<file path="config.mk">
export PLATFORM = sky130hd
export DESIGN_NAME = evt_irq_unit
export DESIGN_NICKNAME = d
export VERILOG_FILES = /design/src/rtl/eiu_pkg.sv /design/src/rtl/eiu_cmd_decode.sv /design/src/rtl/eiu_poll_timer.sv /design/src/rtl/eiu_reply_pack.sv /design/src/rtl/evt_irq_unit.sv
export SDC_FILE = /design/constraint.sdc
export NUM_CORES = 1
export LEC_CHECK = 0
export ABC_AREA = 1
export BUFFER_PORTS_ARGS = -buffer_cell sky130_fd_sc_hd__buf_2
export CELL_PAD_IN_SITES_DETAIL_PLACEMENT = 0
export CELL_PAD_IN_SITES_GLOBAL_PLACEMENT = 1
export CORE_ASPECT_RATIO = 0.9
export CORE_UTILIZATION = 39
export CTS_CLUSTER_SIZE = 28
export DETAILED_ROUTE_END_ITERATION = 7
export PLACE_DENSITY = 0.78
export SETUP_SLACK_MARGIN = 0.3
export SYNTH_ARGS = -nofsm -noshare
export SYNTH_HDL_FRONTEND = slang
export SYNTH_SLANG_ARGS = --single-unit
</file>
<file path="constraint.sdc">
create_clock -name clk -period 3.5 [get_ports clk]
set_input_delay 0.175 -clock clk [delete_from_list [all_inputs] [get_ports clk]]
set_output_delay 0.175 -clock clk [all_outputs]
set_load 0.01 [all_outputs]
</file>
<file path="src/rtl/eiu_pkg.sv">
package eiu_pkg;
    localparam int BIT_BUS  = 0;
    localparam int BIT_AUTO = 1;
    localparam int BIT_TICK = 7;

    localparam logic [7:0] CODE_ACK     = 8'h10;
    localparam logic [7:0] CODE_MASK    = 8'h11;
    localparam logic [7:0] CODE_BUS     = 8'h20;
    localparam logic [7:0] CODE_POLLOFF = 8'h21;
    localparam logic [7:0] APOLL_SUB    = 8'h86;
    localparam logic [7:0] MASK_RESET   = 8'h81;

    typedef enum logic [2:0] {
        OP_NONE,
        OP_ACK,
        OP_MASK,
        OP_APOLL,
        OP_POLLOFF,
        OP_BUSREQ,
        OP_BUSFAIL
    } op_e;
endpackage

</file>
<file path="src/rtl/eiu_cmd_decode.sv">
module eiu_cmd_decode
    import eiu_pkg::*;
#(
    parameter int ARG_MAX = 4,
    parameter int ALEN_W  = 3
) (
    input  logic                 valid_i,
    input  logic [7:0]           code_i,
    input  logic [ALEN_W-1:0]    len_i,
    input  logic [ARG_MAX*8-1:0] args_i,
    output op_e                  op_o,
    output logic [7:0]           mask_val_o,
    output logic [15:0]          apoll_val_o,
    output logic [7:0]           bus_cmd_o
);
    logic [7:0] len8;
    logic [7:0] a0, a1, a2, a3;

    assign len8 = 8'(len_i);
    assign a0   = args_i[7:0];
    assign a1   = args_i[15:8];
    assign a2   = args_i[23:16];
    assign a3   = args_i[31:24];

    assign mask_val_o  = a0;
    assign apoll_val_o = {a2, a3};
    assign bus_cmd_o   = a0;

    always_comb begin
        op_o = OP_NONE;
        if (valid_i) begin
            case (code_i)
                CODE_ACK:     op_o = (len8 == 8'd0) ? OP_ACK : OP_NONE;
                CODE_MASK:    op_o = (len8 == 8'd1) ? OP_MASK : OP_NONE;
                CODE_POLLOFF: op_o = (len8 == 8'd0) ? OP_POLLOFF : OP_NONE;
                CODE_BUS: begin
                    if (len8 < 8'd2) begin
                        op_o = OP_NONE;
                    end else if (a0 == 8'h00 && a1 == APOLL_SUB) begin
                        op_o = (len8 == 8'd4) ? OP_APOLL : OP_NONE;
                    end else if (len8 < 8'd3 || a2 > (len8 - 8'd3)) begin
                        op_o = OP_BUSFAIL;
                    end else begin
                        op_o = OP_BUSREQ;
                    end
                end
                default: op_o = OP_NONE;
            endcase
        end
    end
endmodule

</file>
<file path="src/rtl/eiu_poll_timer.sv">
module eiu_poll_timer #(
    parameter int PERIOD = 3000000
) (
    input  logic clk,
    input  logic rst_n,
    input  logic run_i,
    input  logic restart_i,
    output logic expire_o
);
    localparam int CW = (PERIOD > 1) ? $clog2(PERIOD) : 1;
    localparam logic [CW-1:0] LAST = CW'(PERIOD - 1);

    logic [CW-1:0] cnt_d, cnt_q;

    always_comb begin
        if (restart_i || !run_i) begin
            cnt_d = '0;
        end else if (cnt_q == LAST) begin
            cnt_d = '0;
        end else begin
            cnt_d = cnt_q + CW'(1);
        end
    end

    always_ff @(posedge clk) begin
        if (!rst_n) begin
            cnt_q <= '0;
        end else begin
            cnt_q <= cnt_d;
        end
    end

    assign expire_o = run_i && (cnt_q == LAST);
endmodule

</file>
<file path="src/rtl/eiu_reply_pack.sv">
module eiu_reply_pack
    import eiu_pkg::*;
#(
    parameter int BUF_MAX = 6,
    parameter int BLEN_W  = 3,
    parameter int RLEN_W  = 3
) (
    input  logic [7:0]               pend_i,
    input  logic [BUF_MAX*8-1:0]     buf_i,
    input  logic [BLEN_W-1:0]        buf_len_i,
    output logic [RLEN_W-1:0]        len_o,
    output logic [(BUF_MAX+1)*8-1:0] data_o
);
    logic [BUF_MAX*8-1:0] trimmed;

    for (genvar i = 0; i < BUF_MAX; i++) begin : g_trim
        assign trimmed[i*8 +: 8] = (BLEN_W'(i) < buf_len_i) ? buf_i[i*8 +: 8] : 8'h00;
    end

    always_comb begin
        if (pend_i[BIT_BUS]) begin
            data_o = {trimmed, 6'b0, pend_i[BIT_AUTO], pend_i[BIT_BUS]};
            len_o  = RLEN_W'(buf_len_i) + RLEN_W'(1);
        end else begin
            data_o = {{(BUF_MAX*8){1'b0}}, pend_i};
            len_o  = RLEN_W'(1);
        end
    end
endmodule

</file>
<file path="src/rtl/evt_irq_unit.sv">
module evt_irq_unit
    import eiu_pkg::*;
#(
    parameter int ARG_MAX     = 4,
    parameter int DEV_MAX     = 4,
    parameter int POLL_CYCLES = 3000000
) (
    input  logic                     clk,
    input  logic                     rst_n,
    input  logic                     tick_i,
    input  logic [4:0]               evt_i,
    input  logic                     cmd_valid_i,
    input  logic [7:0]               cmd_code_i,
    input  logic [2:0]               cmd_len_i,
    input  logic [ARG_MAX*8-1:0]     cmd_args_i,
    output logic                     rsp_valid_o,
    output logic [2:0]               rsp_len_o,
    output logic [(DEV_MAX+3)*8-1:0] rsp_data_o,
    output logic                     irq_n_o,
    output logic                     bus_req_o,
    output logic                     bus_auto_o,
    output logic [7:0]               bus_cmd_o,
    output logic [15:0]              poll_mask_o,
    input  logic                     dev_rsp_valid_i,
    input  logic [2:0]               dev_rsp_len_i,
    input  logic [DEV_MAX*8-1:0]     dev_rsp_data_i
);
    localparam int BUF_MAX = DEV_MAX + 2;
    localparam int RSP_MAX = BUF_MAX + 1;
    localparam int ALEN_W  = 3;
    localparam int BLEN_W  = $clog2(BUF_MAX + 1);
    localparam int RLEN_W  = 3;

    typedef struct packed {
        logic [7:0]           pend;
        logic [7:0]           mask;
        logic [15:0]          apm;
        logic                 busy;
        logic                 auto_kind;
        logic [BUF_MAX*8-1:0] rbuf;
        logic [BLEN_W-1:0]    rbuf_len;
        logic                 rsp_valid;
        logic [RLEN_W-1:0]    rsp_len;
        logic [RSP_MAX*8-1:0] rsp_data;
        logic                 req;
        logic                 req_auto;
        logic [7:0]           req_cmd;
        logic                 irq_n;
    } state_t;

    state_t s_d, s_q;

    op_e                  op;
    logic [7:0]           mask_val;
    logic [15:0]          apoll_val;
    logic [7:0]           dec_cmd;
    logic [RLEN_W-1:0]    pack_len;
    logic [RSP_MAX*8-1:0] pack_data;
    logic                 expire;
    logic                 restart;
    logic [7:0]           set_b, clr_b;
    logic [7:0]           pend_w, mask_w;

    eiu_cmd_decode #(.ARG_MAX(ARG_MAX), .ALEN_W(ALEN_W)) u_dec (
        .valid_i     (cmd_valid_i),
        .code_i      (cmd_code_i),
        .len_i       (cmd_len_i),
        .args_i      (cmd_args_i),
        .op_o        (op),
        .mask_val_o  (mask_val),
        .apoll_val_o (apoll_val),
        .bus_cmd_o   (dec_cmd)
    );

    eiu_reply_pack #(.BUF_MAX(BUF_MAX), .BLEN_W(BLEN_W), .RLEN_W(RLEN_W)) u_pack (
        .pend_i    (s_q.pend),
        .buf_i     (s_q.rbuf),
        .buf_len_i (s_q.rbuf_len),
        .len_o     (pack_len),
        .data_o    (pack_data)
    );

    eiu_poll_timer #(.PERIOD(POLL_CYCLES)) u_tmr (
        .clk       (clk),
        .rst_n     (rst_n),
        .run_i     (s_q.apm != 16'h0),
        .restart_i (restart),
        .expire_o  (expire)
    );

    always_comb begin
        s_d           = s_q;
        s_d.rsp_valid = 1'b0;
        s_d.rsp_len   = '0;
        s_d.rsp_data  = '0;
        s_d.req       = 1'b0;
        s_d.req_auto  = 1'b0;
        s_d.req_cmd   = 8'h00;
        clr_b         = 8'h00;
        set_b         = {1'b0, evt_i, 2'b00};
        if (tick_i) begin
            set_b[BIT_TICK] = 1'b1;
        end

        // host command
        if (cmd_valid_i) begin
            s_d.rsp_valid = 1'b1;
            case (op)
                OP_ACK: begin
                    s_d.rsp_len  = pack_len;
                    s_d.rsp_data = pack_data;
                    if (s_q.pend[BIT_BUS]) begin
                        clr_b[BIT_BUS]  = 1'b1;
                        clr_b[BIT_AUTO] = 1'b1;
                        s_d.rbuf_len    = '0;
                    end else begin
                        clr_b = 8'hFF;
                    end
                end
                OP_MASK:    s_d.mask = mask_val;
                OP_APOLL:   s_d.apm  = apoll_val;
                OP_POLLOFF: s_d.apm  = 16'h0;
                OP_BUSREQ: begin
                    if (!s_q.busy) begin
                        s_d.req       = 1'b1;
                        s_d.req_cmd   = dec_cmd;
                        s_d.busy      = 1'b1;
                        s_d.auto_kind = 1'b0;
                    end
                end
                OP_BUSFAIL: begin
                    s_d.rbuf        = '0;
                    s_d.rbuf_len    = BLEN_W'(1);
                    set_b[BIT_BUS]  = 1'b1;
                end
                default: ;
            endcase
        end

        // bus answer
        if (dev_rsp_valid_i && s_q.busy) begin
            s_d.busy = 1'b0;
            if (s_q.auto_kind) begin
                if (dev_rsp_len_i != 3'd0) begin
                    s_d.rbuf        = {16'h0000, dev_rsp_data_i};
                    s_d.rbuf_len    = BLEN_W'(dev_rsp_len_i);
                    set_b[BIT_BUS]  = 1'b1;
                    set_b[BIT_AUTO] = 1'b1;
                end
            end else begin
                if (dev_rsp_len_i != 3'd0) begin
                    s_d.rbuf     = {dev_rsp_data_i, 5'b0, dev_rsp_len_i, 8'h01};
                    s_d.rbuf_len = BLEN_W'(dev_rsp_len_i) + BLEN_W'(2);
                end else begin
                    s_d.rbuf     = '0;
                    s_d.rbuf_len = BLEN_W'(1);
                end
                set_b[BIT_BUS] = 1'b1;
            end
        end

        // autopoll scheduling
        restart = (s_d.apm != s_q.apm);
        if (expire && !restart && s_d.apm != 16'h0 && !s_q.pend[BIT_BUS]
            && !s_q.busy && !s_d.req) begin
            s_d.req       = 1'b1;
            s_d.req_auto  = 1'b1;
            s_d.req_cmd   = 8'h00;
            s_d.busy      = 1'b1;
            s_d.auto_kind = 1'b1;
        end

        s_d.pend  = (s_q.pend & ~clr_b) | set_b;
        s_d.irq_n = ~|(s_d.pend & s_d.mask);
    end

    always_ff @(posedge clk) begin
        if (!rst_n) begin
            s_q       <= '0;
            s_q.mask  <= MASK_RESET;
            s_q.irq_n <= 1'b1;
        end else begin
            s_q <= s_d;
        end
    end

    assign pend_w      = s_q.pend;
    assign mask_w      = s_q.mask;
    assign rsp_valid_o = s_q.rsp_valid;
    assign rsp_len_o   = s_q.rsp_len;
    assign rsp_data_o  = s_q.rsp_data;
    assign irq_n_o     = s_q.irq_n;
    assign bus_req_o   = s_q.req;
    assign bus_auto_o  = s_q.req_auto;
    assign bus_cmd_o   = s_q.req_cmd;
    assign poll_mask_o = s_q.apm;
endmodule

</file>
## Word-level counts from Yosys, hierarchy flattened

Cells that the tools add are included.

- Word-level logic and storage cells: 147
- Input bits: 88
- Output and inout bits: 87
- Flip-flop bits (word level): 178

- Mux-type cells: 48
- Add/sub/neg operators: 4
- Equality and inequality tests: 16
- Magnitude comparators: 9
- Reduce and logical (&&, ||, !) cells: 39
- Bitwise gates (word level): 8

Operator list:

| operator | count |
|---|---|
| 51-bit 2-to-1 mux | 4 |
| 138-bit 2-to-1 mux | 1 |
| 8-bit 2-to-1 mux | 12 |
| 59-bit 2-to-1 mux | 1 |
| 56-bit 2-to-1 mux | 1 |
| 48-bit 2-to-1 mux | 1 |
| 16-bit one-hot mux with 2 select lines | 1 |
| 16-bit nonzero test | 2 |
| 5-bit AND reduction | 6 |
| 22-bit by 1-bit adder with 22-bit output (second input constant) | 1 |
| 22-bit == test (second input constant) | 1 |
| 3-bit 2-to-1 mux | 6 |
| 8-bit AND | 2 |
| 8-bit by 5-bit == test with 1-bit output (second input constant) | 2 |
| 8-bit by 6-bit == test with 1-bit output (second input constant) | 2 |
| 8-bit zero test | 2 |
| 16-bit != test | 1 |
| 2-bit 2-to-1 mux | 7 |
| 3-bit == test (second input constant) | 4 |
| 3-bit one-hot mux with 4 select lines | 1 |
| 1-bit 2-to-1 mux | 10 |
| 10-bit 2-to-1 mux | 1 |
| 3-bit nonzero test | 3 |
| 8-bit == test (second input constant) | 1 |
| other kinds (27) | 51 |

## Longest topological paths before layout

- Depth in word-level cells: 20
- Mapped depth: 28
- Gate-level depth less buffers: 27

## Cells and area by module

From an unflattened synthesis, not the netlist that was laid out.

- Cell total of the unflattened synthesis: 1,293
- Area, all modules: 8,926.1 µm²

Modules (own cells, without submodules):

| module | seq. area each (µm²) | cells an instance | area an instance (µm²) | times used |
|---|---|---|---|---|
| evt_irq_unit | 3,123.0 | 877 | 6,417.4 | 1 |
| eiu_poll_timer | 440.4 | 170 | 1,179.9 | 1 |
| eiu_cmd_decode | 0.0 | 114 | 743.2 | 1 |
| eiu_reply_pack | 0.0 | 132 | 585.6 | 1 |

## Worst setup path before layout

Ideal clock, no wire load.

- Path kind: input -> register
- Start: input port cmd_len_i[0]
- End: register u_tmr.cnt_q[9]
- Stages on the path: 22
- Library setup time: 61 ps
- Buffers on the path: 1
- Arrival time: 2,726 ps
- Setup slack: 713 ps
- Data required time: 3,439 ps
- Path through: inv_1 > o21ai_0 > ha_1 > a21o_1 > nor2_1 > nand2_1 > nand2_1 > nand2_1 > nand2_1 > nand2_1 > nand2_1 > nand2_1 > nor2_4 > nand2_1 > nand3_1 > nand2_1 > nor2_1 > nand3_2 > nor2_4 > nand2_4 > buf_12 > nor2_4

- Cells in the longest elaborated chain, start to end: 14
- Elaborated cells between the ends (all ways): 24
- Classes of those cells: add/sub (1); order compare (3); eq/ne (5); mux (11); reduce/logical (4)

Ends and longest elaborated chain:

| item | RTL line | RTL |
|---|---|---|
| from (decl) | evt_irq_unit.sv:14 | `input logic [2:0] cmd_len_i,` |
| 3-bit by 2-bit subtractor with 4-bit output | eiu_cmd_decode.sv:41 | `end else if (len8 < 8'd3 \|\| a2 > (len8 - 8'd3)) begin` |
| 8-bit > comparator | eiu_cmd_decode.sv:41 |  |
| 1-bit logical OR | eiu_cmd_decode.sv:41 |  |
| 2-bit 2-to-1 mux | eiu_cmd_decode.sv:41 |  |
| 3-bit 2-to-1 mux | eiu_cmd_decode.sv:39 | `end else if (a0 == 8'h00 && a1 == APOLL_SUB) begin` |
| 3-bit 2-to-1 mux | eiu_cmd_decode.sv:37 | `if (len8 < 8'd2) begin` |
| 3-bit one-hot mux with 4 select lines * | eiu_cmd_decode.sv:32 | `case (code_i)` |
| 3-bit 2-to-1 mux * | eiu_cmd_decode.sv:31 | `if (valid_i) begin` |
| 3-bit == test or 3-bit by 2-bit == test with 1-bit output (tied branches) | evt_irq_unit.sv:108 | `case (op)` |
| 16-bit one-hot mux with 2 select lines * | evt_irq_unit.sv:108 |  |
| 138-bit 2-to-1 mux * | evt_irq_unit.sv:106 | `if (cmd_valid_i) begin` |
| 16-bit != test * | evt_irq_unit.sv:163 | `restart = (s_d.apm != s_q.apm);` |
| 1-bit logical OR * | eiu_poll_timer.sv:16 | `if (restart_i \|\| !run_i) begin` |
| 3-bit OR reduction (no source line) * | - |  |
| to (signal assigned) | eiu_poll_timer.sv:29 | `cnt_q <= cnt_d;` |
| to (decl) | eiu_poll_timer.sv:13 | `logic [CW-1:0] cnt_d, cnt_q;` |

Every way passes the cells marked *; elsewhere a longest branch is shown, timed or not. The select of a mux whose other input is x is not followed.
A chain may end at the register's enable or synchronous reset.

## Worst setup path after layout

Ends and elaborated chain as after synthesis.

==> impl_metrics.tcl <==
set metrics [dict create \
    crit_path_max_incr_delay_ns 0.28 \
    setup-violations-final 0 \
    drt_iter0_markers 357 \
    synth_area_um2 8179 \
    die_w_um 154.7 \
    timing.max_cap.violations 0 \
    vias 6658 \
    final_common_cell "nand2_1" \
    synth_compound_area_share_pct 8.505 \
    yosysSeqAreaShare_pct 43.57 \
    power.density_nw_per_um2 428.3 \
    worst_slew_pin_slew_ns 1.156 \
    final_hold_viol_count 0 \
    die_area_um2 21560 \
    synthMuxAreaShare_pct 0 \
    dpl_cell_area_um2 8763 \
    maxSlewViolCount 0 \
    swShare_pct 24.95 \
    core_um2 20290 \
    yosys.area_share.simple_pct 26.86 \
    crit_path_start_kind "input pin" \
    drive_gt1_share_pct 23.94 \
    synth_largest_area_cell "dfxtp_1" \
    seqPwrFrac_pct 49.7 \
    slew_headroom_pct 22.65 \
    synth.distinct_cells 43 \
    fmax_mhz 341.9 \
    stdcell_count 1483 \
    hp-class "input pin to register" \
    drc 0 \
    required_ns 3.87 \
    critPathCaptureType "register" \
    synth_xor_area_share_pct 2.035 \
    synth-adder-area-share_pct 2.142 \
    wl_per_cell_um 13.15 \
    layout_common_cells "nand2_1 (192), dfxtp_1 (178), buf_2 (174)" \
    max-clock-path-buffers 2 \
    crit_path_frequent_cell "nand2_1" \
    final_area_um2 9549 \
    grt_overflow 0 \
    grt_max_degree 82 \
    clockPowerShare_pct 45.9 \
    grt_first_pass_wirelength_mm 31.85 \
    io_buffer_count 174 \
    nets 1292 \
    ir_drop_uv 255.0 \
    synth_cells 1073 \
    routed_via_density 4.490 \
    start_util_pct 40.30 \
    syn_nets 1175 \
    ios 175 \
    min_period_ns 2.925 \
    clock-skew-final_ns 0.01181 \
    synth.avg_cell_area_um2 7.623 \
    fill_cells 2086 \
    grt_usage_pct 18.72 \
    path_clk_slew_ns 0.07 \
    ys_ff_latch 178 \
    cts_buffers 17 \
    comb_power_share_pct 4.4 \
    synth_top_family_by_area "simple AND/OR/NAND/NOR gates" \
    synth_top_area_share_pct 43.57 \
    clock_sinks 178 \
    worstPathMaxFanout 11 \
    cts_max_level 4 \
    rsz0062_at_grt "no" \
    period_share_pct 83.56 \
    diodes 0 \
    area_growth_pct 16.75 \
    wl_mm 19.50 \
    drtPass1Iterations 7 \
    clock_tree.root_cell "clkbuf_16" \
    criticalPathCategory "input pin to register" \
    power_mw 4.089 \
    hold_slack_ns 0.02571 \
    clk_latency_ns 0.44 \
    cp.arrival_ns 3.29 \
    ant_nets 0 \
    gp_congestion 0.8645 \
    outcome "complete, no violations" \
    p_int_mw 3.069 \
    fin_ws_ns 0.5754 \
    yosysWarningCount 0 \
    place_ws_ns -0.01648 \
    p_leak_nw 4.114 \
    die_y_um 139.4 \
    finalSetupTns_ns 0 \
    row_count 49 \
    cts_tree "yes" \
    worst_path_max_delay_cell "ha_1" \
    dp.cells 1432 \
    synth.area.top_cells "dfxtp_1 (44%), nand2_1 (8.8%), buf_4 (7.6%)" \
    dpl.hpwl_mm 14.50 \
    switching_power_mw 1.020 \
    cts_setup_buffers 0 \
    fin_util_pct 47.06 \
    antenna_found_initial 0 \
    grt_pass1_vias 6344 \
]
[synthesized netlist by cell type, drive strengths merged]
cell type and count:
nand2 202, buf 89, o41ai 1, a211oi 1
dfxtp 178, o211ai 1, a31oi 14, xor2 10
nor2 164, ha 14, a21o 2, or2 2
nor3 5, nand3b 1, o21bai 6, clkbuf 22
a21oi 60, xnor2 9, a22oi 7, nand3 78
nand4 14, o22ai 2, and2b 1, inv 159
or3 1, nor4 4, nor3b 1, o21ai 24
o2111ai 1
[layout make-up]
class | count | area [µm²] | area share (%)
Sequential cell | 178 | 3563 | 37.32
Multi-Input combinational cell | 625 | 3241 | 33.94
Timing Repair Buffer | 209 | 1206 | 12.63
Inverter | 159 | 596.8 | 6.250
Clock buffer | 18 | 429.2 | 4.494
Tap cell | 280 | 350.3 | 3.669
Clock inverter | 14 | 162.7 | 1.703
[worst paths after layout]
| kind | cells past startpoint | from | end | slack, ns |
|---|---|---|---|---|
| worst min-delay path | 3 | dev_rsp_data_i[10] | s_q[100] | 0.03 |
| worst max register to register | 12 | u_tmr.cnt_q[2] | u_tmr.cnt_q[21] | 0.98 |
| worst max-delay path | 25 | cmd_len_i[0] | u_tmr.cnt_q[9] | 0.58 |
| worst min register to register | 2 | s_q[121] | rsp_data_o[55] | 0.43 |
[metal layers]
metal	vias up	GRT usage, %	part of all wire [%]
li1	3507	-	-
met1	2983	26.21	51
met2	151	29.01	44
met3	17	3.831	3.9
met4	0	5.315	1.2
met5	-	0	0
[registers in the layout, indices dropped and copies added, names as in the netlist, 3 cells and up]
signal,cells
poll_mask_o,16
bus_cmd_o,8
s_q,53
rsp_len_o,3
pend_w,8
mask_w,8
rsp_data_o,56
u_tmr.cnt_q,22
[what timing repair did]
action,CTS,global route
endpoints found under the hold margin,19,0
hold buffers,19,0
resized for setup,0,2
endpoints found under the setup margin,0,64
[cell families (layout without fill, tap and decap cells)]
family                   Yosys count  in the layout
AND/OR/NAND/NOR                  473            473
buffers and inverters            270            400
flip-flops                       178            178
AO/OA/AOI/OAI                    119            119
XOR/XNOR                          19             19
adder cells (fa/ha/maj)           14             14
[power by group through the flow]
| stage | Sequential, mW | Combinational (mW) | Clock, mW |
|---|---|---|---|
| final | 2.03 | 0.180 | 1.88 |
| after global routing | 2.03 | 0.200 | 2.01 |
| after CTS | 2.03 | 0.179 | 1.93 |
| after detailed placement | 2.08 | 0.161 | 0 |
| after global placement | 2.08 | 0.162 | 0 |
| after floorplan | 2.08 | 0.0728 | 0 |
[critical path, delay by kind of cell]
family / cells / cell delay [ns]
adders and majority gates: 3 / 0.70
buffers and inverters: 4 / 0.40
and+or+nand+nor: 18 / 2.01
(Power assumes the default switching activity.)
